==> src/rtl/pwm_timer_pkg.sv <==
package pwm_timer_pkg;
  localparam int ADDR_W = 2;
  localparam logic [ADDR_W-1:0] ADDR_LOW  = 2'd0;
  localparam logic [ADDR_W-1:0] ADDR_HIGH = 2'd1;
  localparam logic [ADDR_W-1:0] ADDR_CTRL = 2'd2;
  localparam int CTRL_W   = 3;
  localparam int BIT_EN   = 0;
  localparam int BIT_USER = 1;
  localparam int BIT_PWM  = 2;

  typedef enum logic [1:0] {SRC_LOW, SRC_HIGH, SRC_MAX} srcSel_e;

  typedef struct packed {
    logic    load;
    logic    dec;
    logic    reload;
    srcSel_e src;
  } cntCmd_t;
endpackage

==> src/rtl/pwm_timer_ctrl.sv <==
module pwm_timer_ctrl
  import pwm_timer_pkg::*;
(
  input  logic              clk,
  input  logic              rstN,
  input  logic              wrEn,
  input  logic [ADDR_W-1:0] wrAddr,
  input  logic [CTRL_W-1:0] wrCtrl,
  input  logic              cntZero,
  output cntCmd_t           cmd,
  output logic              pwmOut,
  output logic              expiry
);
  logic enQ, userQ, pwmQ, runQ, levelQ;
  logic ctrlWr;

  assign ctrlWr = wrEn && (wrAddr == ADDR_CTRL);
  assign expiry = enQ && runQ && cntZero;
  assign pwmOut = levelQ && enQ;

  always_comb begin
    cmd.load   = enQ && !runQ;
    cmd.reload = expiry;
    cmd.dec    = enQ && runQ && !cntZero;
    if (!userQ)               cmd.src = SRC_MAX;
    else if (pwmQ && !levelQ) cmd.src = SRC_HIGH;
    else                      cmd.src = SRC_LOW;
  end

  always_ff @(posedge clk or negedge rstN) begin
    if (!rstN) begin
      enQ    <= 1'b0;
      userQ  <= 1'b0;
      pwmQ   <= 1'b0;
      runQ   <= 1'b0;
      levelQ <= 1'b0;
    end else begin
      if (ctrlWr) begin
        enQ   <= wrCtrl[BIT_EN];
        userQ <= wrCtrl[BIT_USER];
        pwmQ  <= wrCtrl[BIT_PWM];
      end
      runQ <= enQ;
      if (!enQ || !runQ) levelQ <= 1'b0;
      else if (expiry)   levelQ <= ~levelQ;
    end
  end

  // the output flips on the edge that ends an expiry cycle
  assert_toggle_on_expiry_R5: assert property (@(posedge clk) disable iff (!rstN)
    (expiry && !ctrlWr) |=> (levelQ != $past(levelQ)));
  // an idle channel drives low and never expires
  assert_idle_low_R7: assert property (@(posedge clk) disable iff (!rstN)
    (!enQ) |=> (!levelQ && !expiry));
  // a fresh start always begins in the low phase
  assert_start_low_R3: assert property (@(posedge clk) disable iff (!rstN)
    (enQ && !runQ) |=> !levelQ);
endmodule

==> src/rtl/pwm_timer_dpath.sv <==
module pwm_timer_dpath
  import pwm_timer_pkg::*;
#(
  parameter int CNT_W = 32
) (
  input  logic              clk,
  input  logic              rstN,
  input  logic              wrEn,
  input  logic [ADDR_W-1:0] wrAddr,
  input  logic [CNT_W-1:0]  wrData,
  input  cntCmd_t           cmd,
  output logic              cntZero
);
  localparam logic [CNT_W-1:0] ONE    = {{(CNT_W-1){1'b0}}, 1'b1};
  localparam logic [CNT_W-1:0] ALL_ON = {CNT_W{1'b1}};

  logic [CNT_W-1:0] lowQ, highQ, cntQ, reloadVal;

  assign cntZero = (cntQ == '0);

  always_comb begin
    unique case (cmd.src)
      SRC_HIGH: reloadVal = highQ;
      SRC_MAX:  reloadVal = ALL_ON;
      default:  reloadVal = lowQ;
    endcase
  end

  always_ff @(posedge clk or negedge rstN) begin
    if (!rstN) begin
      lowQ  <= '0;
      highQ <= '0;
      cntQ  <= '0;
    end else begin
      if (wrEn && wrAddr == ADDR_LOW)  lowQ  <= wrData;
      if (wrEn && wrAddr == ADDR_HIGH) highQ <= wrData;
      if (cmd.load)        cntQ <= lowQ;
      else if (cmd.reload) cntQ <= reloadVal;
      else if (cmd.dec)    cntQ <= cntQ - ONE;
    end
  end

  // a start loads the low count
  assert_start_from_low_R3: assert property (@(posedge clk) disable iff (!rstN)
    cmd.load |=> (cntQ == $past(lowQ)));
  // a high-phase reload takes the high count
  assert_high_reload_R2: assert property (@(posedge clk) disable iff (!rstN)
    (cmd.reload && cmd.src == SRC_HIGH) |=> (cntQ == $past(highQ)));
  // running counter steps down by one
  assert_countdown_R2: assert property (@(posedge clk) disable iff (!rstN)
    cmd.dec |=> (cntQ == $past(cntQ) - ONE));
  // no command, no change
  assert_hold_R7: assert property (@(posedge clk) disable iff (!rstN)
    !(cmd.load || cmd.reload || cmd.dec) |=> $stable(cntQ));
  // free-running wrap goes to all ones
  assert_free_wrap_R8: assert property (@(posedge clk) disable iff (!rstN)
    (cmd.reload && cmd.src == SRC_MAX) |=> (cntQ == ALL_ON));
endmodule

==> src/rtl/pwm_reload_timer.sv <==
module pwm_reload_timer
  import pwm_timer_pkg::*;
#(
  parameter int CNT_W = 32
) (
  input  logic              clk,
  input  logic              rstN,
  input  logic              wrEn,
  input  logic [ADDR_W-1:0] wrAddr,
  input  logic [CNT_W-1:0]  wrData,
  output logic              pwmOut,
  output logic              expiry
);
  cntCmd_t cmd;
  logic    cntZero;

  pwm_timer_ctrl u_ctrl (
    .clk    (clk),
    .rstN   (rstN),
    .wrEn   (wrEn),
    .wrAddr (wrAddr),
    .wrCtrl (wrData[CTRL_W-1:0]),
    .cntZero(cntZero),
    .cmd    (cmd),
    .pwmOut (pwmOut),
    .expiry (expiry)
  );

  pwm_timer_dpath #(.CNT_W(CNT_W)) u_dpath (
    .clk    (clk),
    .rstN   (rstN),
    .wrEn   (wrEn),
    .wrAddr (wrAddr),
    .wrData (wrData),
    .cmd    (cmd),
    .cntZero(cntZero)
  );
endmodule

==> config.mk <==
export PLATFORM = sky130hd
export DESIGN_NAME = pwm_reload_timer
export DESIGN_NICKNAME = d
export VERILOG_FILES = /design/src/rtl/pwm_timer_pkg.sv /design/src/rtl/pwm_timer_ctrl.sv /design/src/rtl/pwm_timer_dpath.sv /design/src/rtl/pwm_reload_timer.sv
export SDC_FILE = /design/constraint.sdc
export NUM_CORES = 1
export LEC_CHECK = 0
export ABC_AREA = 1
export BUFFER_PORTS_ARGS = -buffer_cell sky130_fd_sc_hd__buf_2
export CAP_MARGIN = 25
export CORE_AREA = 2 2 121 123
export DETAILED_ROUTE_END_ITERATION = 10
export DIE_AREA = 0 0 123 125
export RECOVER_POWER = 100
export SYNTH_ARGS = -nofsm -noshare
export SYNTH_HDL_FRONTEND = slang
export SYNTH_SLANG_ARGS = --single-unit
export TNS_END_PERCENT = 100
==> constraint.sdc <==
create_clock -name clk -period 2 [get_ports clk]
set_input_delay 0.3 -clock clk [delete_from_list [all_inputs] [get_ports clk]]
set_output_delay 0.3 -clock clk [all_outputs]
set_load 0.01 [all_outputs]
# [Word level (Yosys, flattened, before mapping)]
# Cells that the tools add are included.
[totals] reg_bits=101 in_bits=37 wordCells=40
[op_classes] addsub=1 eq_ne=4 muxes=8 bitwise=1 n_reduce_logical=18
[ops] cell="$mux W32" n=3
[ops] cell="$pmux W32 S2" n=1
[ops] cell="$logic_not A32 Y1" n=1
[ops] cell="$sub A32 B1 Y32 const B" n=1
[ops] cell="$logic_and A1 B1 Y1" n=9
[ops] cell="$eq A2 B1 Y1 const B" n=2
[ops] cell="$eq A2 B2 Y1 const B" n=2
[ops] cell="$logic_not A1 Y1" n=4
[ops] cell="$mux W1" n=3
[ops] cell="$reduce_bool A3 Y1" n=1
[ops] cell="$logic_not A2 Y1" n=1
[ops] cell="$mux W2" n=1
[ops] cell="$reduce_bool A2 Y1" n=1
[ops] cell="$logic_or A1 B1 Y1" n=1
[ops] cell="$not A1 Y1" n=1

# [Depth between registers and ports, before layout]
[depth] word_depth=8 mapped_depth=12 mapped_depth_nobuf=11

# [Cells and area by module]
# From an unflattened synthesis, not the netlist that was laid out.
[hier_totals] hier_cells=836 area_unflattened_um2=5825.6
[by_module_without_submodules] module="pwm_timer_dpath" n_inst=1 cells_per_inst=804 area_each_um2=5576.6
[by_module_without_submodules] module="pwm_timer_ctrl" n_inst=1 cells_per_inst=32 area_each_um2=249.0

# [Worst setup path after synthesis]
# OpenSTA, ideal clock, no wires.
[synth_path] path_kind="reg-to-reg" start="reg u_dpath.cntQ[0]" end="reg u_dpath.cntQ[1]" setup_ns=0.127 arrival_time_ns=1.631 path_slack_ns=0.242 stages_incl_launch_ff=12 path_buffers=2 synth_period_minus_slack_ns=1.758 cell_sequence="dfrtp_1 inv_1 ha_1 nand2_2 nor2_4 nand2_4 nor2_4 nand2_2 buf_6 buf_6 a21oi_2 o21ai_1"
[synth_via] elab_chain_len=4
[synth_rtl] item="from (decl)" line_no="pwm_timer_dpath.sv:17" text="logic [CNT_W-1:0] lowQ, highQ, cntQ, reloadVal;"
[synth_rtl] item="from (signal assigned)" line_no="pwm_timer_dpath.sv:37" text="if (cmd.load) cntQ <= lowQ;"
[synth_rtl] item="from (signal assigned)" line_no="pwm_timer_dpath.sv:38" text="else if (cmd.reload) cntQ <= reloadVal;"
[synth_rtl] item="from (signal assigned)" line_no="pwm_timer_dpath.sv:39" text="else if (cmd.dec) cntQ <= cntQ - ONE;"
[synth_rtl] item="$sub A32 B1 Y32 or $logic_not A32 Y1 (tied branches)" line_no="pwm_timer_dpath.sv:39, pwm_timer_dpath.sv:19"
[synth_rtl] item="$mux W32, or another cell as far along" line_no="pwm_timer_dpath.sv:39"
[synth_rtl] item="$mux W32 or $logic_and A1 B1 Y1 (tied branches)" line_no="pwm_timer_dpath.sv:38, pwm_timer_ctrl.sv:24"
[synth_rtl] item="$mux W32 or $reduce_bool A3 Y1 (tied branches)"
# Several ways; a longest one is shown, not always the timed one. The select of a mux whose other input is x is not followed.
# A chain may end at the register's enable or synchronous reset.

# [Worst setup path in the final report]
[layout_path] start="reg u_dpath.cntQ[0]" end="out expiry"
[layout_via] elab_chain_len=2
[layout_rtl] item="$logic_not A32 Y1" line_no="pwm_timer_dpath.sv:19" text="assign cntZero = (cntQ == '0);"
[layout_rtl] item="$logic_and A1 B1 Y1" line_no="pwm_timer_ctrl.sv:18" text="assign expiry = enQ && runQ && cntZero;"
[layout_rtl] item="to (decl)" line_no="pwm_reload_timer.sv:12" text="output logic expiry"
# No other way between the ends.

==> reports/qor.yml <==
start_util_pct: 38.9
die_area_mm2: 0.0154
wl_um: 15000
p_total_mw: 7.96
seq_area_frac_synth_pct: 45.8
fin_tns_setup_ns: 0
vdd_drop_max_v: 0.000585
finalSetupViolations: 0
vias: 5154
yosys_register_bits: 101
layout-drive-gt1-share_pct: 15.0
dp_hpwl_um: 10800
clock_latency_ns: 0.36
overflow: 0
grt_antenna_before_repair: 0
endpoint_kind: "output port"
drc_errors: 0
tightest_slew_ns: 1.12
portBuffers: 38
hold_viol: 0
grt_pass1_vias: 5022
fmax_mhz: 513
synth.net_count: 809
drtPass1Iterations: 5
drv_slew: 0
path_class: "flip-flop to output port"
cts_sinks: 101
track_usage_pct: 20.6
ant_nets: 0
post-route-min-period_ns: 1.95
cts_buffer_depth: 2
viasPerCell: 5.04
syn_avg_cell_area_um2: 7.16
hold_class: "primary input to flip-flop"
core_area_mm2: 0.0142
max-slew-margin-rel_pct: 25.4
postLayoutCoreUtil_pct: 45.7
cp.arrival_ns: 1.65
avgRoutedWirePerCell_um: 14.6
rsz0062_at_grt: "true"
grt_first_pass_wirelength_um: 24900
power_density_mw_per_mm2: 1230
place_ws_ns: 0.168
area_growth_pct: 17.6
die_y_um: 125
detail_route.iter0.violations: 312
finalCritPeriodShare_pct: 97.4
clk_pin_slew_ns: 0.07
die_x_um: 123
num_rows: 44
syn_inst: 771
htree_levels: 3
syn-cell-area_mm2: 0.00552
yosys_warnings: 0
ios: 39
startpoint_type: "flip-flop"
cts_inserted_buffers: 9
nFillCells: 1503
root_buffer: "clkbuf_16"
layout.nets: 873
outcome: "finished clean"
critPathRequiredTime_ns: 1.70
synth.distinct_cells: 29
finClkSkew_ns: 0.00672
insertedDiodeCount: 0
cts_tree: "built"
critPathMaxFanout: 3
grt_max_degree: 65
setup_ws_ns: 0.0520
maxCapViolCount: 0
p_leak_nw: 3.26
gp_congestion: 0.977
[flip-flops by register name, indices dropped and copies added (netlist names)]
signal / cells
u_ctrl.pwmQ: 1
u_dpath.cntQ: 32
u_dpath.lowQ: 32
u_ctrl.levelQ: 1
u_ctrl.runQ: 1
u_ctrl.userQ: 1
u_dpath.highQ: 32
u_ctrl.enQ: 1
[per-stage QoR]
step / cells / hold WS, ns / area [µm²]
finish: 1023 / 0.202 / 6490
global route: 1023 / 0.208 / 6490
CTS: 1022 / 0.197 / 6510
detailed placement: 998 / 0.293 / 6120
global placement: 998 / 0.300 / 6120
floorplan: 771 / 0.00441 / 5520
[cells in the mapped netlist]
| cell | count | area, µm² |
|---|---|---|
| buf_6 | 2 | 22.5 |
| xor2_1 | 11 | 96.3 |
| inv_2 | 1 | 3.75 |
| xnor2_1 | 1 | 8.76 |
| o21ai_1 | 1 | 5.00 |
| nor2_4 | 2 | 22.5 |
| ha_1 | 1 | 12.5 |
| nand2_1 | 229 | 860 |
| o211ai_1 | 1 | 7.51 |
| nand3_2 | 3 | 30.0 |
| dfrtp_1 | 101 | 2530 |
| a31oi_1 | 4 | 25.0 |
| nand3_1 | 55 | 275 |
| nand2_2 | 4 | 25.0 |
| inv_1 | 108 | 405 |
| a21oi_1 | 6 | 30.0 |
| o21ai_2 | 2 | 17.5 |
| a21oi_2 | 1 | 8.76 |
| buf_4 | 2 | 15.0 |
| and2_1 | 1 | 6.26 |
| nor2_2 | 3 | 18.8 |
| nand4_1 | 4 | 25.0 |
| nor2_1 | 66 | 248 |
| buf_2 | 4 | 20.0 |
| clkbuf_1 | 21 | 78.8 |
| o22ai_1 | 30 | 188 |
| o21ai_0 | 104 | 521 |
| nand2_4 | 1 | 11.3 |
| clkinv_1 | 2 | 7.51 |
[worst max-delay path: stages, from the launching register on]
cell and delay (ns):
dfrtp_1 0.38, inv_2 0.09, ha_4 0.15, nand2_4 0.06
nor2_4 0.13, nand2_4 0.08, nor2_4 0.12, nand3_2 0.10
inv_2 0.08, buf_6 0.10
[power by group]
part	internal (mW)	switching [mW]	leakage [nW]	total, mW
clock	1.00	0.794	0.145	1.80
combinational	1.19	1.97	1.85	3.16
sequential	2.54	0.459	1.27	3.00
[per-layer routing]
| metal | vias to the layer above | global-route usage [%] | wire [µm] |
|---|---|---|---|
| met2 | 121 | 32.5 | 6900 |
| li1 | 2588 | - | - |
| met3 | 21 | 2.60 | 551 |
| met4 | 0 | 7.69 | 301 |
| met5 | - | 0 | 0 |
| met1 | 2424 | 28.9 | 7220 |
[kinds of logic (layout without fill, tap and decap cells)]
| logic type | count (synthesis) | count (layout) | share of synthesized area, % |
|---|---|---|---|
| and+or+nand+nor | 368 | 368 | 27.6 |
| AOI/OAI and AO/OA | 149 | 149 | 14.5 |
| buffers and inverters | 140 | 208 | 10.0 |
| DFF | 101 | 101 | 45.8 |
| xor gates and xnor gates | 12 | 12 | 1.90 |
| adders and majority gates | 1 | 1 | 0.227 |
[layout make-up]
type                            count  area, µm²  area share (%)
Tap cell                          184        230            3.54
Inverter                          111        417            6.41
Sequential cell                   101       2530            38.9
Multi-Input combinational cell    530       2500            38.6
Timing Repair Buffer               82        515            7.94
Clock inverter                      5       60.1           0.925
Clock buffer                       10        239            3.68
[worst paths after layout]
check                                   from                 to  slack [ns]  cells after the start
setup reg to reg             u_dpath.cntQ[8]   u_dpath.cntQ[27]        0.11                      8
setup / recovery             u_dpath.cntQ[0]             expiry        0.05                      9
hold / removal                     wrData[9]    u_dpath.lowQ[9]        0.20                      3
hold reg to reg            u_dpath.highQ[29]  u_dpath.highQ[29]        0.48                      2
max in group asynchronous               rstN   u_dpath.cntQ[11]        0.31                      3
min in group asynchronous               rstN    u_dpath.lowQ[9]        0.60                      2
[cells in the final DEF, fill, tap and decap left out, drive strengths merged]
cell and count:
nand2 234, inv 110, o21ai 107, dfrtp 101, nor2 71, buf 67
nand3 58, o22ai 30, clkbuf 24, xor2 11, a21oi 7, a31oi 4
nand4 4, clkinv 4, and2 1, xnor2 1, o211ai 1, ha 1
clkinvlp 1, bufinv 1, dlygate4sd3 1
[repair_timing]
action | CTS | global route
endpoints found under the setup margin | 1 | 11
pin swaps | 6 | 5
cloned | 0 | 0
hold endpoints to repair | 34 | 0
resized for setup | 8 | 21
hold buffers | 1 | 0
setup buffers | 8 | 1
Note: power is estimated with default switching activity, not from simulation.
